$ cat src/rtl/vmm_pkg.sv
// Package: shared widths and the decoded-operation record for the vector
// min/max unit. Assumes a 32-bit instruction word and a 128-bit datapath.
package vmm_pkg;
    localparam int INSN_W  = 32;
    localparam int DATA_W  = 128;
    localparam int HALF_W  = DATA_W / 2;
    localparam int N_SIZES = 4;

    typedef struct packed {
        logic       hit;      // word encodes a min/max operation
        logic       illegal;  // 64-bit lanes requested in half-width form
        logic       is_min;   // 1: minimum, 0: maximum
        logic       is_uns;   // 1: unsigned compare
        logic [1:0] size;     // lane width = 8 << size
        logic       full;     // 1: full 128-bit form
    } vmm_op_t;
endpackage

$ cat src/rtl/vmm_decode.sv
// Module: vmm_decode
// Purely combinational decode of the instruction word into a vmm_op_t.
// Assumes fields at fixed positions; register numbers are not used here.
module vmm_decode
    import vmm_pkg::*;
(
    input  logic [INSN_W-1:0] insn,
    output vmm_op_t           op
);
    localparam logic [4:0] CLASS_BITS = 5'b01110;
    localparam logic [5:0] OPC_MASK   = 6'b111101;
    localparam logic [5:0] OPC_VALUE  = 6'b011001;

    logic unused_regfields;
    assign unused_regfields = ^{insn[20:16], insn[9:0]};

    // Field match and per-field extraction.
    always_comb begin
        op.hit     = (insn[31] == 1'b0) && (insn[28:24] == CLASS_BITS)
                  && (insn[21] == 1'b1)
                  && ((insn[15:10] & OPC_MASK) == OPC_VALUE);
        op.full    = insn[30];
        op.is_uns  = insn[29];
        op.size    = insn[23:22];
        op.is_min  = insn[11];
        op.illegal = (insn[23:22] == 2'd3) && !insn[30];
    end
endmodule

$ cat src/rtl/vmm_lane_alu.sv
// Module: vmm_lane_alu
// Per-lane min/max over a DATA_W vector split into LANE_W lanes.
// Assumes DATA_W is a whole multiple of LANE_W. Combinational.
module vmm_lane_alu #(
    parameter int DATA_W = 128,
    parameter int LANE_W = 8
) (
    input  logic [DATA_W-1:0] a,
    input  logic [DATA_W-1:0] b,
    input  logic              is_min,
    input  logic              is_uns,
    output logic [DATA_W-1:0] y
);
    localparam int N_LANES = DATA_W / LANE_W;

    for (genvar i = 0; i < N_LANES; i++) begin : g_lane
        logic [LANE_W-1:0] la, lb;
        logic              a_less;
        assign la = a[i*LANE_W +: LANE_W];
        assign lb = b[i*LANE_W +: LANE_W];
        // Compare one lane and choose the selected element.
        always_comb begin
            a_less = is_uns ? (la < lb) : ($signed(la) < $signed(lb));
            y[i*LANE_W +: LANE_W] = (a_less == is_min) ? la : lb;
        end
    end
endmodule

$ cat src/rtl/vec_minmax_unit.sv
// Module: vec_minmax_unit (top)
// Decodes a vector min/max word, computes all lane widths in parallel,
// selects by size, clears the upper half for the half-width form and
// registers the result. Assumes one operation per strobe and no back-pressure.
module vec_minmax_unit
    import vmm_pkg::*;
(
    input  logic              clk,
    input  logic              rst_n,
    input  logic              in_valid,
    input  logic [INSN_W-1:0] insn,
    input  logic [DATA_W-1:0] opa,
    input  logic [DATA_W-1:0] opb,
    output logic              out_valid,
    output logic [DATA_W-1:0] result,
    output logic              illegal_op
);
    vmm_op_t           op;
    logic [DATA_W-1:0] by_size [N_SIZES];
    logic [DATA_W-1:0] next_res;
    logic              fire, bad;

    vmm_decode u_dec (.insn(insn), .op(op));

    for (genvar s = 0; s < N_SIZES; s++) begin : g_size
        vmm_lane_alu #(.DATA_W(DATA_W), .LANE_W(8 << s)) u_alu (
            .a(opa), .b(opb), .is_min(op.is_min), .is_uns(op.is_uns),
            .y(by_size[s])
        );
    end

    // Select the lane-width variant and clear the upper half if needed.
    always_comb begin
        next_res = by_size[op.size];
        if (!op.full) next_res[DATA_W-1:HALF_W] = '0;
        fire = in_valid && op.hit && !op.illegal;
        bad  = in_valid && op.hit && op.illegal;
    end

    // Output register: result held until the next legal operation.
    always_ff @(posedge clk) begin
        if (!rst_n) begin
            out_valid  <= 1'b0;
            illegal_op <= 1'b0;
            result     <= '0;
        end else begin
            out_valid  <= fire;
            illegal_op <= bad;
            if (fire) result <= next_res;
        end
    end
endmodule

$ cat config.mk
export PLATFORM = sky130hd
export DESIGN_NAME = vec_minmax_unit
export DESIGN_NICKNAME = d
export VERILOG_FILES = /design/src/rtl/vmm_pkg.sv /design/src/rtl/vmm_decode.sv /design/src/rtl/vmm_lane_alu.sv /design/src/rtl/vec_minmax_unit.sv
export SDC_FILE = /design/constraint.sdc
export NUM_CORES = 1
export LEC_CHECK = 0
export BUFFER_PORTS_ARGS = -buffer_cell sky130_fd_sc_hd__buf_2
export CORE_MARGIN = 1
export CORE_UTILIZATION = 45
export CTS_BUF_LIST = sky130_fd_sc_hd__clkbuf_16
export CTS_CLUSTER_SIZE = 28
export DETAILED_ROUTE_END_ITERATION = 10
export GPL_TIMING_DRIVEN = 0
export PLACE_DENSITY_LB_ADDON = 0.3
export SYNTH_ARGS = -nofsm -noshare
export SYNTH_HDL_FRONTEND = slang
export SYNTH_SLANG_ARGS = --single-unit
$ cat constraint.sdc
create_clock -name clk -period 4.6 [get_ports clk]
set_input_delay 0.46 -clock clk [delete_from_list [all_inputs] [get_ports clk]]
set_output_delay 0.46 -clock clk [all_outputs]
set_load 0.02 [all_outputs]
==> summary by stage, run 1 <==
Worst setup path
The critical path data arrival time is 4.15 ns. In this run the worst setup path begins at insn[22]. The slowest library cell on the worst path is sky130_fd_sc_hd__o211ai_1. The family with the most delay on the worst path is buffers and inverters. The biggest cell delay along the critical path is 0.91 ns. The signal on the critical path passes through clkbuf_1, clkbuf_1, nand2_1, o211ai_1, inv_1, nand2_1, clkbuf_1, o221ai_1. The cell repeated most along the worst path is sky130_fd_sc_hd__clkbuf_1. The maximum fanout count along the critical path is 10. STA classifies the critical path endpoint as a flop.

The count of buffering cells on the critical path with inverters included is 4. The data required time of the worst path is 4.87 ns. The type of the worst setup path is in2reg. STA classifies the critical path startpoint as an input port. The startpoint identified for the worst register-to-register timing path is result[110]$_SDFFE_PN0P_.

Layout
Fill cells in the final layout number 2611. The final instance count without filler cells is 2429. The area growth from synthesis to layout is 25.3%. Leaving out fill and tap cells, the most frequent cells in the layout are sky130_fd_sc_hd__buf_2, sky130_fd_sc_hd__nand2_1, sky130_fd_sc_hd__inv_1. Registers take 2600 µm². The multi-input combinational cell area is 9110 µm². Leaving out fill and tap cells, the most frequent cell in the layout is sky130_fd_sc_hd__buf_2. The fraction of layout instances using a drive strength above 1 is 0.247.

At the end of the flow, the number of nets in the layout was 2456.

Clock network
The clock passes through at most 2 buffers. In this run the post-CTS setup repair buffer count came out at 0. TritonCTS built the clock tree. Clock-pin slew was measured on the worst setup and hold paths at 0.07 ns.

The worst-skew pair later-pin latency is 0.43 ns. The tree is rooted in a sky130_fd_sc_hd__clkbuf_16. The number of hold buffers added after CTS was 0. The clock drives 130 sinks. The number of H-tree levels is 4. The number of buffers inserted during clock tree synthesis is 17. Post-CTS repair changed the size of 0 cells.

Pwr
The internal power summed over all cells is 2.79 mW. The total net switching power is 1.49 mW. The overall power is 4.28 mW. The proportion of power drawn by flip-flops and latches is 0.263. The clock network fraction of total power is 0.396. The switching power as a share of total power is 0.348. The power density of the placed cells is 270 nW/µm². The share of total power dissipated in combinational logic is 0.341. The analysis attributes to cell leakage a power of 7.87 nW. The maximum resistive drop on vdd is 0.217 mV.

Placed design
In this run, placement finished with an instance count of 2384. The congestion estimate from routability-driven global placement came to 0.939. The HPWL after detailed placement is 37500 µm. The quantity of I/O buffers inserted on ports is 402.

Timing
Hold is met by 0.260 ns. The slew at the pin closest to its max-slew limit is 1.29 ns. Setup repair after global routing left no endpoint under its margin.

The worst clock skew on the final layout is 0 ns. Setup violations remaining at the end of the flow were counted as 0. The total count of hold-check failures in the final report is 0.

Derived from the worst setup path, the maximum achievable clock frequency is 0.258 GHz. The clock period minus final worst setup slack is 3.88 ns. The count of final max-slew check failures is 0. Of the available clock period, the critical path in the final layout requires 0.843.

Headroom to the max-slew limit came out at 0.134. Summed over all failing endpoints, the final setup total negative slack is 0 ns.

Run
Max-cap violations in this run came to 0.

Floorplan
The starting density of the core is 0.457. The width of the die is 170 µm. The standard cell core area is 27700 µm². Row generation in the floorplan step produced 61 rows. The count of boundary I/O pins is 421. The die area is 28800 µm².

The die boundary height is 170 µm.

Routing
In the final routed layout, each cell accounts on average for 19.7 µm. The count of nets left with antenna violations once routing finished came out at 0. The overall via count from detail_route is 14500. The post-route DRC violation count is 0. In this run, the number of DRC markers left after iteration 0 of detailed routing was 1117. The routed design has 47800 µm of wire. The first TritonRoute pass finished after 5 iterations.

Dividing the detail-routed via count by the number of cells gives 5.95.

Synth
The compound-cell area share of the yosys netlist is 0.284. Counting flops with an async set or reset pin after synthesis yields a share of 0. The main flop type after synthesis is sky130_fd_sc_hd__dfxtp_1. Yosys mapped a number of flops with a built-in enable equal to 0. Of the total synthesized cell area, the portion taken by AND, OR, NAND and NOR gates is 0.158. The number of different library cells in the post-synthesis netlist is 85. When the netlist entered floorplanning its net count stood at 2035.

Of the synthesized area, sequential elements account for 0.206. After synthesis the cells add up to 12700 µm². After synthesis, the share of cell area in mux cells is 0.115. Of the total synthesized cell area, the portion taken by full adders, half adders and majority gates is 0.138.

A synthesized cell averages 7.89 µm². The dominant combinational cell family by area after synthesis is compound AO/OA/AOI/OAI gates. For this run, the number of Yosys warnings is 0.

The synthesis-stage register bit count is 130. Of the total synthesized cell area, the portion taken by XOR and XNOR cells is 0.0241. The number of instances in the synthesized netlist is 1604.

Global route
The maximum number of pins on one net before global-route repair is 17. The first-pass GRT wire length is 73600 µm. The number of antenna violations at the first check in global routing is 13. Summed over all layers, the global routing overflow is 0. In the global route stage, overall resource usage came out at 0.325.

The via count of the first global-routing pass is 13900.

Min path
The worst hold path startpoint is insn[30]. The type of the most critical hold path is in2reg.

Outcome
The run finished with clean final reports.
[power by group through the flow]
stage	combinational, mW	sequential, mW	clock, mW
after global routing	1.59	1.12	1.75
after detailed placement	1.43	1.15	0
after global placement	1.40	1.15	0
final	1.46	1.13	1.70
after CTS	1.44	1.13	1.70
after floorplan	0.977	1.15	0
[synthesized netlist by cell type, drive strengths merged (3+ instances only)]
master / instances / share of area
nor3: 57 / 0.023
o211ai: 22 / 0.013
dfxtp: 130 / 0.21
o21ai: 87 / 0.036
nand3b: 12 / 0.0071
and3: 13 / 0.0064
nand2b: 5 / 0.0025
and4: 3 / 0.0021
mux2: 23 / 0.020
a21o: 15 / 0.0089
o21a: 12 / 0.0071
nor4: 11 / 0.0081
nand2: 179 / 0.053
a221o: 7 / 0.0055
a221oi: 8 / 0.0060
a21oi: 111 / 0.045
a31oi: 20 / 0.0099
nor2: 63 / 0.019
and2: 4 / 0.0020
o2111a: 12 / 0.011
a211o: 4 / 0.0028
nand3: 16 / 0.0063
o221ai: 50 / 0.035
o31a: 4 / 0.0028
o22ai: 18 / 0.0094
nor2b: 7 / 0.0035
a22oi: 4 / 0.0035
clkbuf: 64 / 0.019
a2111oi: 6 / 0.0046
o311ai: 16 / 0.011
o21bai: 6 / 0.0036
xor2: 13 / 0.0090
inv: 158 / 0.047
xnor2: 21 / 0.015
nand4: 23 / 0.012
buf: 18 / 0.0089
o211a: 9 / 0.0071
o41ai: 17 / 0.017
a211oi: 48 / 0.030
o31ai: 16 / 0.0095
or3: 5 / 0.0029
ha: 140 / 0.14
mux2i: 120 / 0.095
or2: 10 / 0.0051
[layout make-up]
type	instances	share of cell area
multi-input cells	1234	0.574
well taps	378	0.0298
repair buffers	402	0.127
clock buffers	17	0.0268
flip-flops and latches	130	0.164
clock inverters	15	0.0166
plain buffers	82	0.0222
diodes	13	0.00205
inverters	158	0.0374
[final timing paths]
path	to	slack, ns	cells past startpoint
max reg2reg	result[110]$_SDFFE_PN0P_	3.67	3
max	result[32]$_SDFFE_PN0P_	0.72	8
min reg2reg	result[1]$_SDFFE_PN0P_	0.45	2
min	illegal_op$_SDFF_PN0_	0.26	2
[kinds of logic (layout without fill, tap and decap cells)]
| logic type | Yosys count | after routing |
|---|---|---|
| buffers and inverters | 240 | 674 |
| muxes | 143 | 143 |
| and+or+nand+nor | 416 | 416 |
| DFF | 130 | 130 |
| adders and majority gates | 140 | 140 |
| xor gates and xnor gates | 34 | 34 |
| AOI/OAI and AO/OA | 501 | 501 |
| other | 0 | 13 |
[metrics by stage]
step / worst slack, ns / instance area (µm²) / util
6_report: 0.720 / 15900 / 0.573
5_1_grt: 0.502 / 15900 / 0.572
4_1_cts: 0.774 / 15800 / 0.571
3_5_place_dp: 0.329 / 15100 / 0.547
3_3_place_gp: 0.366 / 15100 / 0.547
2_1_floorplan: 1.42 / 12700 / -
[registers in the layout (all words and copies together) (netlist names)]
register,flops
out_valid,1
illegal_op,1
result,128
[routing by layer]
metal / share of wire / vias to the layer above / wire length [µm] / global-route usage
li1: - / 6866 / - / -
met1: 0.42 / 6812 / 20300 / 0.409
met2: 0.46 / 660 / 22000 / 0.533
met3: 0.078 / 113 / 3710 / 0.0655
met4: 0.036 / 4 / 1720 / 0.145
met5: 0.00052 / - / 25 / 0
(Power assumes the default switching activity.)
==> run 2: changes to the inputs <==
- clock period: 4.6 -> 4 ns (I/O delays scaled with it)
==> run 2 against run 1 <==
Non-clock buffer count rose by 2. Via count rose by 0.21%. First-iteration DRC count rose by 0.36%. Final cell count barely moved. Core utilization barely moved. Combinational power rose by 15%. Wire length rose by 0.39%. Critical endpoint unchanged. Highest routed layer unchanged.
==> summary by stage, run 2 (synthesized netlist as in run 1, its figures left out) <==
Timing
The final setup slack of the worst path is 0.266 ns. The clock period minus final worst setup slack is 3.73 ns. Across the routed clock network, the largest skew measured is 0 ns. The total count of hold-check failures in the final report was 0. In the final timing run, aggregate negative setup slack is 0 ns. The remaining max-slew budget at the tightest pin is 0.133. Setup violations remaining at the end of the flow were counted as 0. The count of final max-slew check failures is 0. In the finished design, the share of the clock period the worst path needs comes to 0.934. Timing would allow up to 0.268 GHz. Setup repair after global routing left no endpoint under its margin. At the pin with the least slew margin, the transition time is 1.29 ns.

Run
The total of max-cap violations is 0.

Worst setup path
The maximum fanout count along the critical path is 10. The biggest cell delay along the critical path is 0.70 ns. STA classifies the critical path endpoint as a flop. The worst register-to-register path has a setup slack of 3.07 ns. Among cell families on the critical path, the largest total delay comes from buffers and inverters. Together, buffers and inverters on the worst path number 4. The most numerous cell type found on the critical path is sky130_fd_sc_hd__clkbuf_1. The data required time of the worst path is 4.34 ns. The critical path data arrival time is 4.07 ns.

The critical path is of the in2reg type. Counting cells, the worst reg-to-reg path comes to 3. The worst register-to-register path ends at result[111]$_SDFFE_PN0P_. The critical path goes through clkbuf_1, clkbuf_1, nand2_1, o21ai_0, and2_1, clkbuf_1, clkbuf_1, a21oi_1, o221ai_1.

The slowest stage of the critical path is the sky130_fd_sc_hd__clkbuf_1 cell. The startpoint of the most critical register-to-register path is result[111]$_SDFFE_PN0P_. The category of the worst setup path launch point is an input port.

Floorplan
The starting density of the core is 0.457. The die is 170 µm wide. Measured along the y axis, the die boundary spans 170 µm.

The floorplan step defined a die boundary enclosing 28800 µm². The standard cell core area is 27700 µm². The count of boundary I/O pins is 421. The initialized floorplan defines 61 standard-cell rows.

Pwr
The share of total power in combinational logic is 0.341. The leakage power is 7.88 nW. Of the total power, the clock network draws 0.396. The internal portion of the total power is 3.21 mW. Across the VDD grid, the largest voltage drop is 0.251 mV.

Of the total power, registers draw 0.263. For this design the total switching power over the nets is 1.72 mW. The power density of the placed cells is 310 nW/µm². Of the total power, the share spent switching nets is 0.349. The overall power is 4.92 mW.

Routing
The post-route DRC violation count is 0. The first-iteration detailed-routing DRC count is 1121. Dividing the detail-routed wire length by the instance count gives 19.7 µm.

The length of the first detailed-routing pass in iterations is 5. The count of nets left with antenna violations once routing finished came out at 0. The routed design has 47900 µm of wire. The detail-routed via count per cell is 5.96.

The final route contains 14500 vias.

Clock network
The number of buffers inserted during clock tree synthesis is 17. The clock tree from TritonCTS is done. The clock edge transition at the registers on the reported setup and hold paths is 0.07 ns. The hold buffer count at CTS is 0.

The maximum clock path buffer count is 2. For the worst-skew pair, the clock arrives at the later sink with an insertion delay of 0.43 ns. The tree is rooted in a sky130_fd_sc_hd__clkbuf_16. The sink count of the clock tree is 130. The setup fix buffers added after clock tree synthesis is 0. The post-CTS resize count is 0. The number of H-tree levels is 4.

Min path
The endpoint of the worst hold path is illegal_op$_SDFF_PN0_. The number of cells traversed by the worst hold path is 2. The path class of the tightest hold or removal check is in2reg. The startpoint identified for the worst hold timing path is insn[30].

Global route
The first global-routing pass estimated 73600 µm of wire. In this run the most used layer during global routing was met2. In the global route stage, overall resource usage came out at 0.325. The global routing met3 resource utilization is 0.0655. The number of antenna violations at the first check in global routing is 13. The total overflow left after global routing is 0.

The met2 usage in global routing is 0.533. Entering global routing, the biggest net connects 17 pins. The via count of the first global-routing pass is 13900. In the global route stage, met1 resource usage came out at 0.409.

Layout
The filler cells instantiated in the layout total 2608. Leaving out fill and tap cells, the most frequent cell in the layout is sky130_fd_sc_hd__buf_2. From synthesis to final layout, the design area changed by 25.4%. The final instance count without filler cells is 2430. The fraction of layout instances using a drive strength above 1 is 0.248. Summing all multi-input logic gate instances after layout gives 9110 µm². The fraction of the core area covered by cells at the end of the flow is 0.573. The register with the most flip-flops in the final layout is result. The register area is 2600 µm².

The number of nets at the end of the flow is 2458. The register with the most flip-flops in the layout has 128 of them. Leaving out fill and tap cells, the most frequent cells in the layout are sky130_fd_sc_hd__buf_2, sky130_fd_sc_hd__nand2_1, sky130_fd_sc_hd__inv_1. The largest registers in the layout are result: 128 flops, illegal_op: 1 flops, out_valid: 1 flops.

Placed design
After detailed placement, the design holds a cell count of 2384. Before CTS, the worst setup slack after placement is -0.211 ns. The final estimated routing congestion in global placement is 0.939.

The HPWL after detailed placement is 37500 µm. The quantity of I/O buffers inserted on ports is 402.

Outcome
The flow ran to the end, and the final reports show no timing, DRC or antenna violations.
-- run 2: cell types whose count changed in the layout (fill, tap and decap cells not counted), sizes merged --
cell,change
buf,+2
diode,-1
-- run 2: worst max-delay path by stage --
stage / from / endpoint / cells after the start
2_1_floorplan: opb[23] / result[22]$_SDFFE_PN0P_ / 12
3_3_place_gp: insn[22] / result[30]$_SDFFE_PN0P_ / 8
3_5_place_dp: insn[22] / result[32]$_SDFFE_PN0P_ / 8
4_1_cts: insn[22] / result[32]$_SDFFE_PN0P_ / 8
5_1_grt: opb[127] / result[111]$_SDFFE_PN0P_ / 13
6_report: insn[22] / result[32]$_SDFFE_PN0P_ / 9
-- run 2: layout make-up --
class / count / share of cell area
Timing Repair Buffer: 404 / 0.128
Multi-Input combinational cell: 1234 / 0.574
Sequential cell: 130 / 0.164
Inverter: 158 / 0.0374
Clock buffer: 17 / 0.0268
Buffer: 82 / 0.0222
Antenna cell: 12 / 0.00189
Clock inverter: 15 / 0.0166
Tap cell: 378 / 0.0298
-- run 2: per-layer routing --
layer  wire, µm  share of wire  vias up
met5         25        0.00052        -
met2      22200           0.46      662
li1           -              -     6866
met3       3640          0.076      113
met1      20400           0.43     6840
met4       1660          0.035        4
-- run 2: worst register-to-register path, stage by stage (launching register included) --
cell and delay (ns):
sky130_fd_sc_hd__dfxtp_1 0.35, sky130_fd_sc_hd__nand2_1 0.09, sky130_fd_sc_hd__o2111a_1 0.18, sky130_fd_sc_hd__a211oi_1 0.22
-- run 2: stage by stage --
step	hold slack (ns)	instance area, µm²
after detailed placement	0.432	15100
after CTS	0.201	15800
after global routing	0.215	15900
final	0.206	15900
after global placement	0.432	15100
after floorplan	0.479	12700
-- run 2: power groups by stage --
stage	Sequential, mW	Combinational (mW)	Clock, mW
after floorplan	1.32	1.12	0
after global placement	1.32	1.61	0
after detailed placement	1.32	1.64	0
after CTS	1.29	1.65	1.96
after global routing	1.29	1.82	2.02
final	1.29	1.68	1.95
==> run 3: changes to the inputs <==
--- a/config.mk
+++ b/config.mk
@@ -7,10 +7,13 @@
 export LEC_CHECK = 0
 export BUFFER_PORTS_ARGS = -buffer_cell sky130_fd_sc_hd__buf_2
+export CELL_PAD_IN_SITES_DETAIL_PLACEMENT = 1
+export CELL_PAD_IN_SITES_GLOBAL_PLACEMENT = 2
 export CORE_MARGIN = 1
-export CORE_UTILIZATION = 45
+export CORE_UTILIZATION = 29
 export CTS_BUF_LIST = sky130_fd_sc_hd__clkbuf_16
 export CTS_CLUSTER_SIZE = 28
 export DETAILED_ROUTE_END_ITERATION = 10
 export GPL_TIMING_DRIVEN = 0
+export MAX_ROUTING_LAYER = met4
 export PLACE_DENSITY_LB_ADDON = 0.3
 export SYNTH_ARGS = -nofsm -noshare
==> constraint.sdc (replaced) <==
create_clock -name clk -period 4 [get_ports clk]
set_input_delay 0.8 -clock clk [delete_from_list [all_inputs] [get_ports clk]]
set_output_delay 0.8 -clock clk [all_outputs]
set_load 0.02 [all_outputs]
==> run 3 against run 2 <==
First-iteration DRC count decreased by 51%. Flip-flop and latch count unchanged. Total power down 1.8%. Core utilization is 20 points lower. Sequential power barely moved. Largest cell class unchanged. Largest power group unchanged. Highest routed layer is now met4.
==> summary by stage, run 3 (synthesized netlist as in run 1, its figures left out) <==
Outcome
The flow ran to the end, and the final reports show no timing, DRC or antenna violations.

Worst setup path
The cell count along the critical path is 14. The cell count of the worst reg-to-reg path is 3. The setup path with the least slack is of type in2reg. The startpoint of the most critical register-to-register path is result[111]$_SDFFE_PN0P_. The critical path data arrival time is 4.27 ns. The category of the worst setup path launch point is an input port.

The signal on the critical path passes through buf_2, inv_1, ha_1, a21o_1, a31oi_1, a211oi_1, a211oi_2, or4_1, o311a_1, buf_2, o31ai_1, or2_1, buf_2, a311o_1. The count of buffering cells on the critical path with inverters included is 4. The largest single stage delay on the critical path is 0.47 ns. The maximum fanout count along the critical path is 9. In this design, the critical path's most frequently occurring cell is sky130_fd_sc_hd__buf_2. For the worst setup path, the data required time is 4.38 ns. The worst setup path is captured at a flop.

The slowest library cell on the worst path is sky130_fd_sc_hd__a211oi_2. Broken down by cell family, the worst path's largest delay share belongs to compound AO/OA/AOI/OAI gates. The startpoint of the worst setup timing path is opb[69].

Timing
The count of final max-slew check failures is 0. Subtracting the final worst setup slack from the clock period gives 3.89 ns. The final setup slack of the worst path is 0.113 ns. On the final layout, the worst clock skew is 0 ns.

The part of the cycle the worst path needs is 0.972. Headroom to the max-slew limit came out at 0.0467. For the pin with the worst max-slew slack, the measured transition is 1.42 ns.

The highest achievable clock rate is 0.257 GHz. The total count of hold-check failures in the final report is 0. The count of endpoints failing setup in the final report is 0.

Min path
The worst hold path startpoint is result[11]$_SDFFE_PN0P_. The number of cells traversed by the worst hold path is 2. The tightest min-delay check is of the reg2reg type.

Pwr
The clock network fraction of total power is 0.372. For this design the total switching power over the nets is 1.76 mW. The leakage power is 7.92 nW. The maximum resistive drop on vdd is 0.283 mV. Of the total power, combinational logic draws 0.361. The share of total power dissipated in sequential elements is 0.268. Of the total power, the share spent switching nets is 0.365.

The internal portion of the total power is 3.07 mW. The power density of the placed cells is 299 nW/µm².

Floorplan
421 I/O pins were placed. For this configuration, the core starts out at a cell density of 0.294. The die is 211 µm wide. The standard cell core area is 43100 µm². The floorplan has 76 rows.

In this run the vertical extent of the chip is 211 µm. The die area is 44500 µm².

Global route
The via count of the first global-routing pass was 15000. The maximum number of pins on one net before global-route repair is 17. Global routing finished with a remaining overflow of 0. The number of antenna violations at the first check in global routing is 13.

In the global route stage, overall resource usage came out at 0.264. The first global-routing pass estimated 87000 µm of wire.

Clock network
The H-tree generated during clock tree synthesis spans 4 levels. After clock tree synthesis, the clock-pin slew on the worst setup and hold paths is 0.06 ns. The maximum clock path buffer count is 2. The cell sitting at the root of the clock tree is a sky130_fd_sc_hd__clkbuf_16.

The sink count of the clock tree is 130. The number of buffers inserted during clock tree synthesis is 17. At the later pin of the worst-skew pair, clock insertion delay measures 0.49 ns. TritonCTS built the clock tree.

Routing
The number of routed nets with antenna violations is 0. Before antenna repair, the detailed router went through 5 iterations. After detailed routing, the number of remaining DRC violations is 0. The routed layout has 14300 vias. The final layout contains routed wiring with a total length of 57300 µm. The detail-routed via count per cell is 5.40. The detailed router finished its first iteration with 551 violations. The wire length per cell after detailed routing is 21.7 µm.

Layout
Across the whole layout, storage elements account for 2600 µm². Ranked by flip-flop count, first place goes to result. In the final layout, the share of cells above drive strength 1 is 0.257. Leaving out fill and tap cells, the most frequent cells in the layout are sky130_fd_sc_hd__buf_2, sky130_fd_sc_hd__nand2_1, sky130_fd_sc_hd__inv_1. In the final design database the tool counted 2462 nets. The post-route cell area is 16200 µm². In the final layout, the registers with the most flip-flops are result: 128 flops, illegal_op: 1 flops, out_valid: 1 flops. The flip-flop count of the largest register, all copies and words added is 128. The relative area change from synthesis to final layout is 27.8%. The multi-input combinational cell area is 9160 µm².

The leading cell type in the layout, fill and taps excluded is sky130_fd_sc_hd__buf_2. Counting the fill cells in the layout gives 5421.

Placed design
In this run the cell area measured after placement is 15400 µm². The HPWL after detailed placement is 45400 µm. The quantity of I/O buffers inserted on ports is 402. At the placement stage, the worst setup path has a slack of -0.698 ns. The final estimated routing congestion in global placement is 0.873.

Run
The total of max-cap violations is 0.
-- run 3: worst paths after layout --
check / end / slack, ns
setup reg to reg: result[111]$_SDFFE_PN0P_ / 2.99
hold reg to reg: result[11]$_SDFFE_PN0P_ / 0.44
hold / removal: result[11]$_SDFFE_PN0P_ / 0.44
setup / recovery: result[72]$_SDFFE_PN0P_ / 0.11
-- run 3: repair_timing --
action / 4_1_cts / 5_1_grt
endpoints found under the setup margin: 76 / 89
pin swaps: 1 / 1
hold buffers: 0 / 0
buffers inserted: 2 / 4
resized for setup: 4 / 24
-- run 3: final cells by class --
type,count,area share
multi-input combinational,1234,0.566
sequential,130,0.161
timing repair buffer,408,0.128
tap,585,0.0453
inverter,158,0.0367
clock buffer,17,0.0263
buffer,82,0.0227
clock inverter,14,0.0121
antenna,13,0.00201
-- run 3: power by group through the flow --
| stage | combinational, mW | sequential (mW) | clock [mW] |
|---|---|---|---|
| after CTS | 1.73 | 1.29 | 1.85 |
| final | 1.74 | 1.29 | 1.80 |
| after detailed placement | 1.72 | 1.32 | 0 |
| after global placement | 1.68 | 1.32 | 0 |
| after floorplan | 1.12 | 1.32 | 0 |
| after global routing | 1.91 | 1.29 | 1.89 |
-- run 3: tightest hold or removal path: cells and delay by family (launching register included) --
| family | cells | cell delay, ns |
|---|---|---|
| flops | 1 | 0.30 |
| compound gates | 1 | 0.05 |
| simple gates | 1 | 0.05 |
-- run 3: metal layers --
metal  GRT usage  wire (µm)  up-vias  share of wire
li1            -          -     6851              -
met1       0.307      24900     6996           0.43
met2       0.451      28400      335           0.50
met3      0.0500       2450       80          0.043
met4      0.0985       1630        0          0.028
met5           -          0        -              0
-- run 3: metrics by stage --
| step | TNS [ns] | hold WS, ns | std cells | utilization | total power, mW |
|---|---|---|---|---|---|
| 6_report | 0 | 0.442 | 2641 | 0.376 | 4.83 |
| 5_1_grt | -0.0478 | 0.471 | 2641 | 0.376 | 5.09 |
| 4_1_cts | 0 | 0.447 | 2624 | 0.373 | 4.88 |
| 3_5_place_dp | -66.62 | 0.437 | 2591 | 0.358 | 3.04 |
| 3_3_place_gp | -60.49 | 0.434 | 2591 | 0.358 | 3.00 |
| 2_1_floorplan | 0 | 0.525 | 1604 | - | 2.45 |
